<file path="config.mk">
export PLATFORM = sky130hd
export DESIGN_NAME = bit_steer_latch
export DESIGN_NICKNAME = d
export VERILOG_FILES = /design/src/rtl/bit_steer_pkg.sv /design/src/rtl/bit_steer_mode_dec.sv /design/src/rtl/bit_steer_sel_dec.sv /design/src/rtl/bit_steer_cell.sv /design/src/rtl/bit_steer_latch.sv
export SDC_FILE = /design/constraint.sdc
export NUM_CORES = 1
export LEC_CHECK = 0
export BUFFER_PORTS_ARGS = -buffer_cell sky130_fd_sc_hd__buf_4
export CAP_MARGIN = 10
export CORE_AREA = 2 2 39 41
export CTS_CLUSTER_SIZE = 14
export DETAILED_ROUTE_END_ITERATION = 8
export DIE_AREA = 0 0 41 43
export HOLD_SLACK_MARGIN = 0.1
export PLACE_DENSITY = 0.63
export RECOVER_POWER = 25
export SLEW_MARGIN = 10
export SYNTH_ARGS = -nofsm -noshare
export SYNTH_HDL_FRONTEND = slang
export SYNTH_SLANG_ARGS = --single-unit
</file>
<file path="constraint.sdc">
create_clock -name clk -period 1.65 [get_ports clk]
set_clock_uncertainty 0.05 [all_clocks]
set_input_delay 0.165 -clock clk [delete_from_list [all_inputs] [get_ports clk]]
set_output_delay 0.165 -clock clk [all_outputs]
set_load 0.05 [all_outputs]
</file>
<file path="src/rtl/bit_steer_pkg.sv">
package bit_steer_pkg;
    typedef enum logic [1:0] {
        ST_WRITE = 2'b00,
        ST_HOLD  = 2'b01,
        ST_DEMUX = 2'b10,
        ST_CLEAR = 2'b11
    } steer_state_e;
endpackage

</file>
<file path="src/rtl/bit_steer_mode_dec.sv">
module bit_steer_mode_dec
    import bit_steer_pkg::*;
(
    input  logic         wr_en_n,
    input  logic         zero_n,
    output steer_state_e next_state
);
    always_comb begin
        unique case ({zero_n, wr_en_n})
            2'b10:   next_state = ST_WRITE;
            2'b11:   next_state = ST_HOLD;
            2'b00:   next_state = ST_DEMUX;
            default: next_state = ST_CLEAR;
        endcase
    end
endmodule

</file>
<file path="src/rtl/bit_steer_sel_dec.sv">
module bit_steer_sel_dec #(
    parameter int NBITS = 8,
    localparam int SEL_W = $clog2(NBITS)
) (
    input  logic [SEL_W-1:0] sel,
    output logic [NBITS-1:0] hit
);
    for (genvar i = 0; i < NBITS; i++) begin : g_hit
        assign hit[i] = (sel == SEL_W'(i));
    end
endmodule

</file>
<file path="src/rtl/bit_steer_cell.sv">
module bit_steer_cell
    import bit_steer_pkg::*;
(
    input  logic         clk,
    input  logic         rst,
    input  steer_state_e state_nx,
    input  logic         hit,
    input  logic         din,
    output logic         q
);
    logic q_nx;

    always_comb begin
        unique case (state_nx)
            ST_WRITE: q_nx = hit ? din : q;
            ST_HOLD:  q_nx = q;
            ST_DEMUX: q_nx = hit & din;
            ST_CLEAR: q_nx = 1'b0;
        endcase
    end

    always_ff @(posedge clk) begin
        if (rst) q <= 1'b0;
        else     q <= q_nx;
    end
endmodule

</file>
<file path="src/rtl/bit_steer_latch.sv">
module bit_steer_latch
    import bit_steer_pkg::*;
#(
    parameter int NBITS = 8,
    localparam int SEL_W = $clog2(NBITS)
) (
    input  logic             clk,
    input  logic             rst,
    input  logic             din,
    input  logic [SEL_W-1:0] sel,
    input  logic             wr_en_n,
    input  logic             zero_n,
    output logic [NBITS-1:0] bits,
    output logic [1:0]       mode
);
    steer_state_e state_q, state_nx;
    logic [NBITS-1:0] hit;

    bit_steer_mode_dec u_mode (
        .wr_en_n   (wr_en_n),
        .zero_n    (zero_n),
        .next_state(state_nx)
    );

    bit_steer_sel_dec #(.NBITS(NBITS)) u_sel (
        .sel(sel),
        .hit(hit)
    );

    for (genvar i = 0; i < NBITS; i++) begin : g_cell
        bit_steer_cell u_cell (
            .clk     (clk),
            .rst     (rst),
            .state_nx(state_nx),
            .hit     (hit[i]),
            .din     (din),
            .q       (bits[i])
        );
    end

    // state register
    always_ff @(posedge clk) begin
        if (rst) state_q <= ST_HOLD;
        else     state_q <= state_nx;
    end

    // outputs
    always_comb mode = state_q;

    // checks
    logic past_ok;
    always_ff @(posedge clk) past_ok <= !rst;

    a_r1_write_keeps_others: assert property (@(posedge clk) disable iff (rst)
        (past_ok && state_q == ST_WRITE) |->
        (((bits ^ $past(bits)) & ~(NBITS'(1) << $past(sel))) == '0));
    a_r2_hold_stable: assert property (@(posedge clk) disable iff (rst)
        (past_ok && state_q == ST_HOLD) |-> (bits == $past(bits)));
    a_r3_clear_zero: assert property (@(posedge clk) disable iff (rst)
        (state_q == ST_CLEAR) |-> (bits == '0));
    a_r4_demux_single: assert property (@(posedge clk) disable iff (rst)
        (past_ok && state_q == ST_DEMUX) |->
        ($onehot0(bits) && ((bits & ~(NBITS'(1) << $past(sel))) == '0)));
    a_r8_reset_state: assert property (@(posedge clk)
        rst |=> (bits == '0 && mode == 2'b01));
endmodule

</file>
==> impl_results.md <==
- Register Area: 200 um^2
- ANT cells: 0
- RSZ-0062 raised after global routing: false
- Max Used Layer: met3
- First-pass GRT wire length: 1370 um
- Number of cell rows: 14
- P_leak: 0.241 nW
- Met2 WL: 365 um
- Fmax achieved: 753 MHz
- FF+latch count, synth: 10
- Crit end category: flip-flop
- Final GP Congestion: 0.659
- Initial Util: 0.366
- Die area: 1760 um^2
- Clk root buf: clkbuf_4
- Final worst path period share: 0.805
- Synth unique cells: 13
- Status: completed
- Iter 0 DRT Violations: 6
- CTS H-tree lvls: 1
- CP Max Fanout: 11
- Final WS setup: 0.322 ns
- Die height: 43 um
- Worst EP arrival: 1.48 ns
- Commonest non-fill, non-tap cell in the layout: buf_4
- Setup-failing EPs final: 0
- Slew @ Worst Pin: 0.601 ns
- Multi-input gate area: 235 um^2
- Area leader, netlist: dfxtp_1
- Met3 WL post-DR: 54 um
- Synth top area share: 0.395
- Max-slew violations: 0
- Post-route setup TNS: 0 ns
- Kind of critical path: primary input to flip-flop
- Layout cells sized above 1: 0.317
- Min Tclk post-route: 1.33 ns
- Syn_nets: 56
- Die width: 41 um
- Initial antenna violation count: 0
- Hold WS: 0.109 ns
- Worst-Skew Late Latency: 0.26 ns
- Max Buffers Root-to-Sink: 2
- # placed instances: 70
- Synth warn: 0
- Post-route ant nets: 0
- Fin cells: 76
- Tightest Hold Check Type: primary input to flip-flop
- Metal-1 WL: 467 um
- Startpoint Class: primary input
- # IOs: 18
- Worst slack at placement: 0.628 ns
- Synth Cell Area: 507 um^2
- Largest cells by area after synthesis: dfxtp_1, mux2i_1, buf_4, nand3b_1, nor4b_1
- # fillers: 139
- Vias: 366
- Core area: 1380 um^2
- Mean Syn Cell Area: 10.6 um^2
- Placed Area: 583 um^2
- Final #Nets: 69
- Peak supply drop: 0.440 mV
- Finished Core Util: 0.448
- PD cells: 873 nW/um^2
- Commonest non-fill, non-tap cells in the layout: buf_4, dfxtp_1, nand3b_1, mux2i_1, clkbuf_1
- CTS sink count: 10
- Number of remaining DRC errors: 0
- Routed WL per cell: 11.7 um
- Fin. Hold Viols: 0
- Vias per inst: 4.82
- Power consumption: 0.542 mW
- Overall Global Routing Usage: 0.110
- Rel. slew slack: 0.601
- Gate Count Post-Synth: 48
- CTS tree: yes
- Number of global-route vias before repair: 342
- Critical Path RT: 1.81 ns
- Layout area overhead: 22.5%
- Pin count of the biggest net entering global routing: 12
- Max-cap viol count: 0
- Final wirelength: 887 um
- Drt pass-1 iters: 4
- Register area share after synthesis: 0.395
- Cell area after layout: 621 um^2
- PortBufs: 17
- Num CTS Buffers: 3
- Grt ovf: 0
- Clock transition at path regs: 0.07 ns
## flip-flops by register name, indices dropped and copies added, names as in the netlist
| name | flops |
|---|---|
| g_cell.u_cell.q | 8 |
| mode | 2 |
## critical path, stage by stage
cell           delay, ns
dlygate4sd3_1       0.54
buf_4               0.17
nor2_1              0.08
dlygate4sd3_1       0.54
## cells in the mapped netlist (all sizes together)
library cell,count
mux2i,8
clkbuf,3
dfxtp,10
nor2,1
nor4b,3
nand3b,8
or2,1
nand4b,1
nor4,1
nand2b,1
buf,8
and4bb,3
## power breakdown
part           internal [mW]  switching (mW)
clock                  0.134          0.0853
combinational         0.0310          0.0433
sequential             0.247         0.00185
## area by class of cell
class | instances | area share
clock buffers | 4 | 0.0585
repair buffers | 19 | 0.208
multi-input cells | 27 | 0.379
well taps | 16 | 0.0323
flip-flops and latches | 10 | 0.323
## path summary, 6_finish.rpt
check	startpoint	to	slack, ns	depth (start not counted)
max	rst	mode[1]$_SDFF_PP0_	0.32	4
max reg2reg	g_cell[5].u_cell.q$_SDFFE_PP0P_	g_cell[5].u_cell.q$_SDFFE_PP0P_	0.99	2
min	wr_en_n	mode[0]$_SDFF_PP1_	0.11	2
min reg2reg	g_cell[1].u_cell.q$_SDFFE_PP0P_	g_cell[1].u_cell.q$_SDFFE_PP0P_	0.44	2
## cell families after synthesis
logic type / synth area share
muxes: 0.158
DFF: 0.395
and+or+nand+nor: 0.306
buffers and inverters: 0.141
## per-layer routing
layer | up-vias | GRT usage
li1 | 191 | -
met1 | 166 | 0.170
met2 | 9 | 0.150
met3 | 0 | 0.0314
met4 | 0 | 0.0200
met5 | - | 0
## timing repair
| item | CTS | global route |
|---|---|---|
| endpoints found under the hold margin | 1 | 0 |
| buffers inserted | 0 | 0 |
| gates resized for setup | 0 | 0 |
| hold buffers | 2 | 0 |
Power figures use the tool's default switching activity.
